## config.mk

```make
export PLATFORM = sky130hd
export DESIGN_NAME = bsort_engine
export DESIGN_NICKNAME = d
export VERILOG_FILES = /design/src/rtl/bsort_pkg.sv /design/src/rtl/bsort_cmp.sv /design/src/rtl/bsort_slot.sv /design/src/rtl/bsort_ctrl.sv /design/src/rtl/bsort_engine.sv
export SDC_FILE = /design/constraint.sdc
export NUM_CORES = 1
export LEC_CHECK = 0
export BUFFER_PORTS_ARGS = -buffer_cell sky130_fd_sc_hd__buf_2
export CORE_MARGIN = 2
export CORE_UTILIZATION = 28
export CTS_BUF_LIST = sky130_fd_sc_hd__clkbuf_4
export CTS_CLUSTER_DIAMETER = 60
export CTS_CLUSTER_SIZE = 20
export DETAILED_ROUTE_END_ITERATION = 7
export GPL_TIMING_DRIVEN = 0
export PLACE_DENSITY_LB_ADDON = 0.25
export SLEW_MARGIN = 20
export SYNTH_ARGS = -nofsm -noshare
export SYNTH_HDL_FRONTEND = slang
export SYNTH_SLANG_ARGS = --single-unit
```

## constraint.sdc

```tcl
create_clock -name clk -period 9.6 [get_ports clk]
set_input_delay 0.96 -clock clk [delete_from_list [all_inputs] [get_ports clk]]
set_output_delay 0.96 -clock clk [all_outputs]
set_load 0.03 [all_outputs]
```

## src/rtl/bsort_pkg.sv

```systemverilog
package bsort_pkg;
   typedef enum logic [1:0] {
      ST_IDLE = 2'd0,
      ST_RUN  = 2'd1,
      ST_DONE = 2'd2
   } bsort_state_e;
endpackage

```

## src/rtl/bsort_cmp.sv

```systemverilog
module bsort_cmp #(
   parameter int ELEM_W = 4
) (
   input  logic [ELEM_W-1:0] lo_val,
   input  logic [ELEM_W-1:0] hi_val,
   output logic              out_of_order
);
   // strictly greater only: equal pairs are left untouched
   always_comb out_of_order = (lo_val > hi_val);
endmodule

```

## src/rtl/bsort_slot.sv

```systemverilog
module bsort_slot #(
   parameter int ELEM_W = 4
) (
   input  logic              clk,
   input  logic              rst,
   input  logic              load,
   input  logic [ELEM_W-1:0] load_val,
   input  logic              wr_en,
   input  logic [ELEM_W-1:0] wr_val,
   output logic [ELEM_W-1:0] q
);
   always_ff @(posedge clk) begin
      if (rst)        q <= '0;
      else if (load)  q <= load_val;
      else if (wr_en) q <= wr_val;
   end
endmodule

```

## src/rtl/bsort_ctrl.sv

```systemverilog
module bsort_ctrl
   import bsort_pkg::*;
#(
   parameter int N_ELEM = 8,
   parameter int IDX_W  = 3
) (
   input  logic             clk,
   input  logic             rst,
   input  logic             start,
   output logic             busy,
   output logic             done,
   output logic             load,
   output logic             step,
   output logic [IDX_W-1:0] hi_idx
);
   localparam logic [IDX_W-1:0] TOP_IDX   = IDX_W'(N_ELEM - 1);
   localparam logic [IDX_W-1:0] FIRST_OUT = IDX_W'(1);

   bsort_state_e     state_q;
   logic [IDX_W-1:0] outer_q;
   logic [IDX_W-1:0] inner_q;
   logic             pass_end;
   logic             last_cmp;

   always_comb begin
      load     = (state_q == ST_IDLE) && start;
      step     = (state_q == ST_RUN);
      busy     = step;
      done     = (state_q == ST_DONE);
      hi_idx   = inner_q;
      pass_end = (inner_q == outer_q);
      last_cmp = pass_end && (outer_q == TOP_IDX);
   end

   always_ff @(posedge clk) begin
      if (rst) begin
         state_q <= ST_IDLE;
         outer_q <= FIRST_OUT;
         inner_q <= TOP_IDX;
      end else begin
         unique case (state_q)
            ST_IDLE: if (start) begin
               state_q <= ST_RUN;
               outer_q <= FIRST_OUT;
               inner_q <= TOP_IDX;
            end
            ST_RUN: begin
               if (last_cmp) begin
                  state_q <= ST_DONE;
               end else if (pass_end) begin
                  outer_q <= outer_q + 1'b1;
                  inner_q <= TOP_IDX;
               end else begin
                  inner_q <= inner_q - 1'b1;
               end
            end
            default: state_q <= ST_IDLE;
         endcase
      end
   end

   a_r4_inner_above_outer: assert property (@(posedge clk) disable iff (rst)
      busy |-> (inner_q >= outer_q) && (outer_q >= FIRST_OUT));
   a_r3_done_single: assert property (@(posedge clk) disable iff (rst)
      done |=> !done && !busy);
   a_r3_done_after_run: assert property (@(posedge clk) disable iff (rst)
      $rose(done) |-> $past(busy));
   a_r6_start_while_busy: assert property (@(posedge clk) disable iff (rst)
      (busy && start && !last_cmp) |=> busy);
endmodule

```

## src/rtl/bsort_engine.sv

```systemverilog
module bsort_engine #(
   parameter int N_ELEM = 8,
   parameter int ELEM_W = 4
) (
   input  logic                     clk,
   input  logic                     rst,
   input  logic                     start,
   input  logic [N_ELEM*ELEM_W-1:0] in_vec,
   output logic [N_ELEM*ELEM_W-1:0] sorted_vec,
   output logic                     busy,
   output logic                     done
);
   localparam int IDX_W = (N_ELEM > 2) ? $clog2(N_ELEM) : 1;

   if (N_ELEM < 2) begin : g_bad_count
      $error("bsort_engine: N_ELEM must be at least 2");
   end
   if (ELEM_W < 1) begin : g_bad_width
      $error("bsort_engine: ELEM_W must be at least 1");
   end

   logic             load;
   logic             step;
   logic [IDX_W-1:0] hi_idx;
   logic [IDX_W-1:0] lo_idx;
   logic [ELEM_W-1:0] slot_q [N_ELEM];
   logic [ELEM_W-1:0] lo_val;
   logic [ELEM_W-1:0] hi_val;
   logic              swap;

   bsort_ctrl #(.N_ELEM(N_ELEM), .IDX_W(IDX_W)) u_ctrl (
      .clk(clk), .rst(rst), .start(start),
      .busy(busy), .done(done), .load(load), .step(step), .hi_idx(hi_idx)
   );

   always_comb begin
      lo_idx = hi_idx - 1'b1;
      lo_val = slot_q[lo_idx];
      hi_val = slot_q[hi_idx];
   end

   logic out_of_order;
   bsort_cmp #(.ELEM_W(ELEM_W)) u_cmp (
      .lo_val(lo_val), .hi_val(hi_val), .out_of_order(out_of_order)
   );
   assign swap = step && out_of_order;

   for (genvar k = 0; k < N_ELEM; k++) begin : g_slot
      logic              wr_en;
      logic [ELEM_W-1:0] wr_val;
      always_comb begin
         wr_en  = swap && ((IDX_W'(k) == hi_idx) || (IDX_W'(k) == lo_idx));
         wr_val = (IDX_W'(k) == hi_idx) ? lo_val : hi_val;
      end
      bsort_slot #(.ELEM_W(ELEM_W)) u_slot (
         .clk(clk), .rst(rst), .load(load),
         .load_val(in_vec[k*ELEM_W +: ELEM_W]),
         .wr_en(wr_en), .wr_val(wr_val), .q(slot_q[k])
      );
      assign sorted_vec[k*ELEM_W +: ELEM_W] = slot_q[k];
   end

   for (genvar k = 0; k < N_ELEM - 1; k++) begin : g_order_chk
      a_r5_ascending: assert property (@(posedge clk) disable iff (rst)
         done |-> (slot_q[k] <= slot_q[k+1]));
   end

   a_r4_swap_changes: assert property (@(posedge clk) disable iff (rst)
      (step && out_of_order) |=> (sorted_vec != $past(sorted_vec)));
   a_r4_ordered_holds: assert property (@(posedge clk) disable iff (rst)
      (step && !out_of_order) |=> $stable(sorted_vec));
   a_r1_reset_clears: assert property (@(posedge clk)
      rst |=> (sorted_vec == '0) && !busy && !done);
endmodule

```

==> impl_metrics.ini <==
[floorplan]
ios = 69
core_area_um2 = 11900
num_rows = 40
die_area_um2 = 12900
start_util_pct = 28.4
dieWidth_um = 114
die_h_um = 114

[synth]
synth_nets = 435
yosys.cell_count.top_type = nor2_1
synth_top_cell_area_share_pct = 23.8
synth.top_cells.by_count = nor2_1 (60), dfxtp_1 (40), o22ai_1 (35)
yosysWarnings = 0
synth_top_cell_by_area = dfxtp_1
synth_area_leaders = dfxtp_1 (24%), mux2i_1 (7.7%), a221oi_2 (7.1%), nor2_1 (6.7%), o22ai_1 (6.5%)
ys_ff_latch = 40
synth_edf_count = 0
synth_ff_type = dfxtp_1
synth_cell_types = 51
syn_area_per_cell_um2 = 8.65
async_reset_ff_share_pct = 0
netlist_instances = 389
syn_area_um2 = 3370
seq_area_frac_synth_pct = 23.8

[worst_setup_path]
cp.arrival_ns = 4.98
r2r_start = u_ctrl.hi_idx[1]
end_kind = flip-flop
startpoint_type = flip-flop
required_ns = 9.90
critPathKind = reg2reg
cp_max_fo = 10
r2r_cells = 14
r2r-end = g_slot[0].u_slot.q[0]
r2r_setup_slack_ns = 4.92

[cells_and_area]
final_nets = 510
area_delta_synth_final_pct = 17.1
drive_gt1_share_pct = 26.5
n_antenna_cell = 0
seq_area_um2 = 801
multi_input_area_um2 = 2340
fill_cells = 1258

[min_path]
hold_path_end = u_ctrl.outer_q[2]
min_path_cells = 2
hp-class = reg2reg
hp-start = u_ctrl.outer_q[2]

[clocking]
ctsHoldBuffers = 0
cts_tree = done
htree_levels = 2
cts_root_buffer = clkbuf_4
numCtsBuffers = 5
clock_latency_ns = 0.38
cts.repair.resized = 0
cts_setup_buffers = 0
cts.sinks = 40
clk_path_buf_depth = 2
clkTransAtPathRegs_ns = 0.14

[timing]
tightest_slew_ns = 0.876
worst_slack_ns = 4.92
skew_ns = 0.0251
fin_crit_sh_pct = 48.8
finalCriticalPeriod_ns = 4.68
hold_viol = 0
max_slew_margin_pct = 41.4
setup_viol = 0
hold_ws_ns = 0.570
tns_ns = 0
grt_setup_unrepaired = no
drv_slew = 0
max_freq_ghz = 0.214

[grt]
grt_pass1_wl_um = 18600
grt_use_total_pct = 18.5
grt_max_degree = 13
grt_overflow = 0
antenna_found_initial = 0
grt_pass1_vias = 3410

[job]
maxCapViolations = 0

[placed_design]
numPortBuffers = 68
place_congestion = 0.908
dp.final_hpwl_um = 9630
place_ws_ns = 4.94

[routing]
drt-initial-drc-count = 191
routed_wl_um = 12200
vias_per_cell = 5.70
firstDrtPassIters = 5
antenna_left = 0
drcViolationCount = 0
vias = 3488
wl_per_cell_um = 20.0

[power]
vdd_drop_max_uv = 41.1
p_leak_nw = 1.68
power_density_nw_per_um2 = 158

[status]
run_status = finished, final reports clean
[worst max path at each step]
stage,start,slack [ns],to,depth (start not counted)
after floorplan,u_ctrl.hi_idx[1],5.78,g_slot[0].u_slot.q[0],14
after global placement,u_ctrl.hi_idx[1],4.97,g_slot[3].u_slot.q[1],14
after detailed placement,u_ctrl.hi_idx[1],4.94,g_slot[0].u_slot.q[0],14
after CTS,u_ctrl.hi_idx[1],4.93,g_slot[0].u_slot.q[0],14
after global routing,u_ctrl.hi_idx[1],4.63,g_slot[0].u_slot.q[3],14
final,u_ctrl.hi_idx[1],4.92,g_slot[0].u_slot.q[0],14
[area by class of cell]
type / instances / area share [%]
multi-input combinational: 306 / 59.3
buffer: 29 / 4.44
inverter: 14 / 1.33
clock buffer: 5 / 0.952
clock inverter: 3 / 0.349
sequential: 40 / 20.3
timing repair buffer: 68 / 8.63
tap: 147 / 4.67
[critical path, cell delays in order, from the launching register on]
cell and delay [ns]:
dfxtp_1 0.38, clkbuf_1 0.44, inv_1 0.19, ha_1 0.32
buf_4 0.19, buf_6 0.19, mux2_2 0.37, mux4_2 0.49
ha_1 0.32, nor2b_1 0.13, o211a_1 0.21, o21ai_1 0.57
clkbuf_1 0.43, o22ai_1 0.15, a221oi_2 0.23
[flip-flops by register name, indices dropped and copies added, names as in the netlist]
name             cells
u_ctrl.state_q       2
g_slot.u_slot.q     32
u_ctrl.hi_idx        3
u_ctrl.outer_q       3
[per-layer routing]
metal	track usage [%]	up-vias	routed length (um)
met1	24.0	1688	5360
met4	6.59	0	312
met5	0	-	0
li1	-	1642	-
met2	31.6	136	5850
met3	2.66	22	694
[kinds of logic after synthesis]
family	Yosys count	share of synthesized area, %
AO/OA/AOI/OAI	134	31.7
AND/OR/NAND/NOR	106	13.8
adder cells (fa/ha/maj)	11	4.09
flip-flops	40	23.8
buffers and inverters	43	6.77
multiplexers	51	18.8
XOR/XNOR	4	1.04
[metrics by stage]
| stage | power [mW] | cell area, um^2 | std cells | util (%) |
|---|---|---|---|---|
| CTS | 0.625 | 3940 | 612 | 33.2 |
| floorplan | 0.443 | 3370 | 389 | - |
| detailed placement | 0.534 | 3890 | 604 | 32.8 |
| global placement | 0.531 | 3890 | 604 | 32.8 |
| finish | 0.624 | 3940 | 612 | 33.2 |
| global route | 0.660 | 3940 | 612 | 33.2 |
[layout by cell type, fill, tap and decap left out, types with 6 or more instances in the layout]
cell type / netlist / routed
mux2_2: 6 / 6
dfxtp_1: 40 / 40
a21o_1: 6 / 6
ha_1: 11 / 11
inv_1: 11 / 11
buf_2: 7 / 75
o22ai_1: 35 / 35
nor2_1: 60 / 60
o221a_1: 16 / 16
a21oi_1: 32 / 32
clkbuf_1: 14 / 14
nand2b_1: 7 / 7
nand2_1: 17 / 17
mux2i_1: 26 / 26
mux4_2: 8 / 8
a221oi_2: 16 / 16
mux2_1: 11 / 11
nor3_1: 7 / 7
[power by group]
group	switching [mW]	internal [mW]
combinational	0.199	0.126
clock	0.0615	0.0270
sequential	0.0248	0.186
total	0.285	0.339
Power figures use the tool's default switching activity.
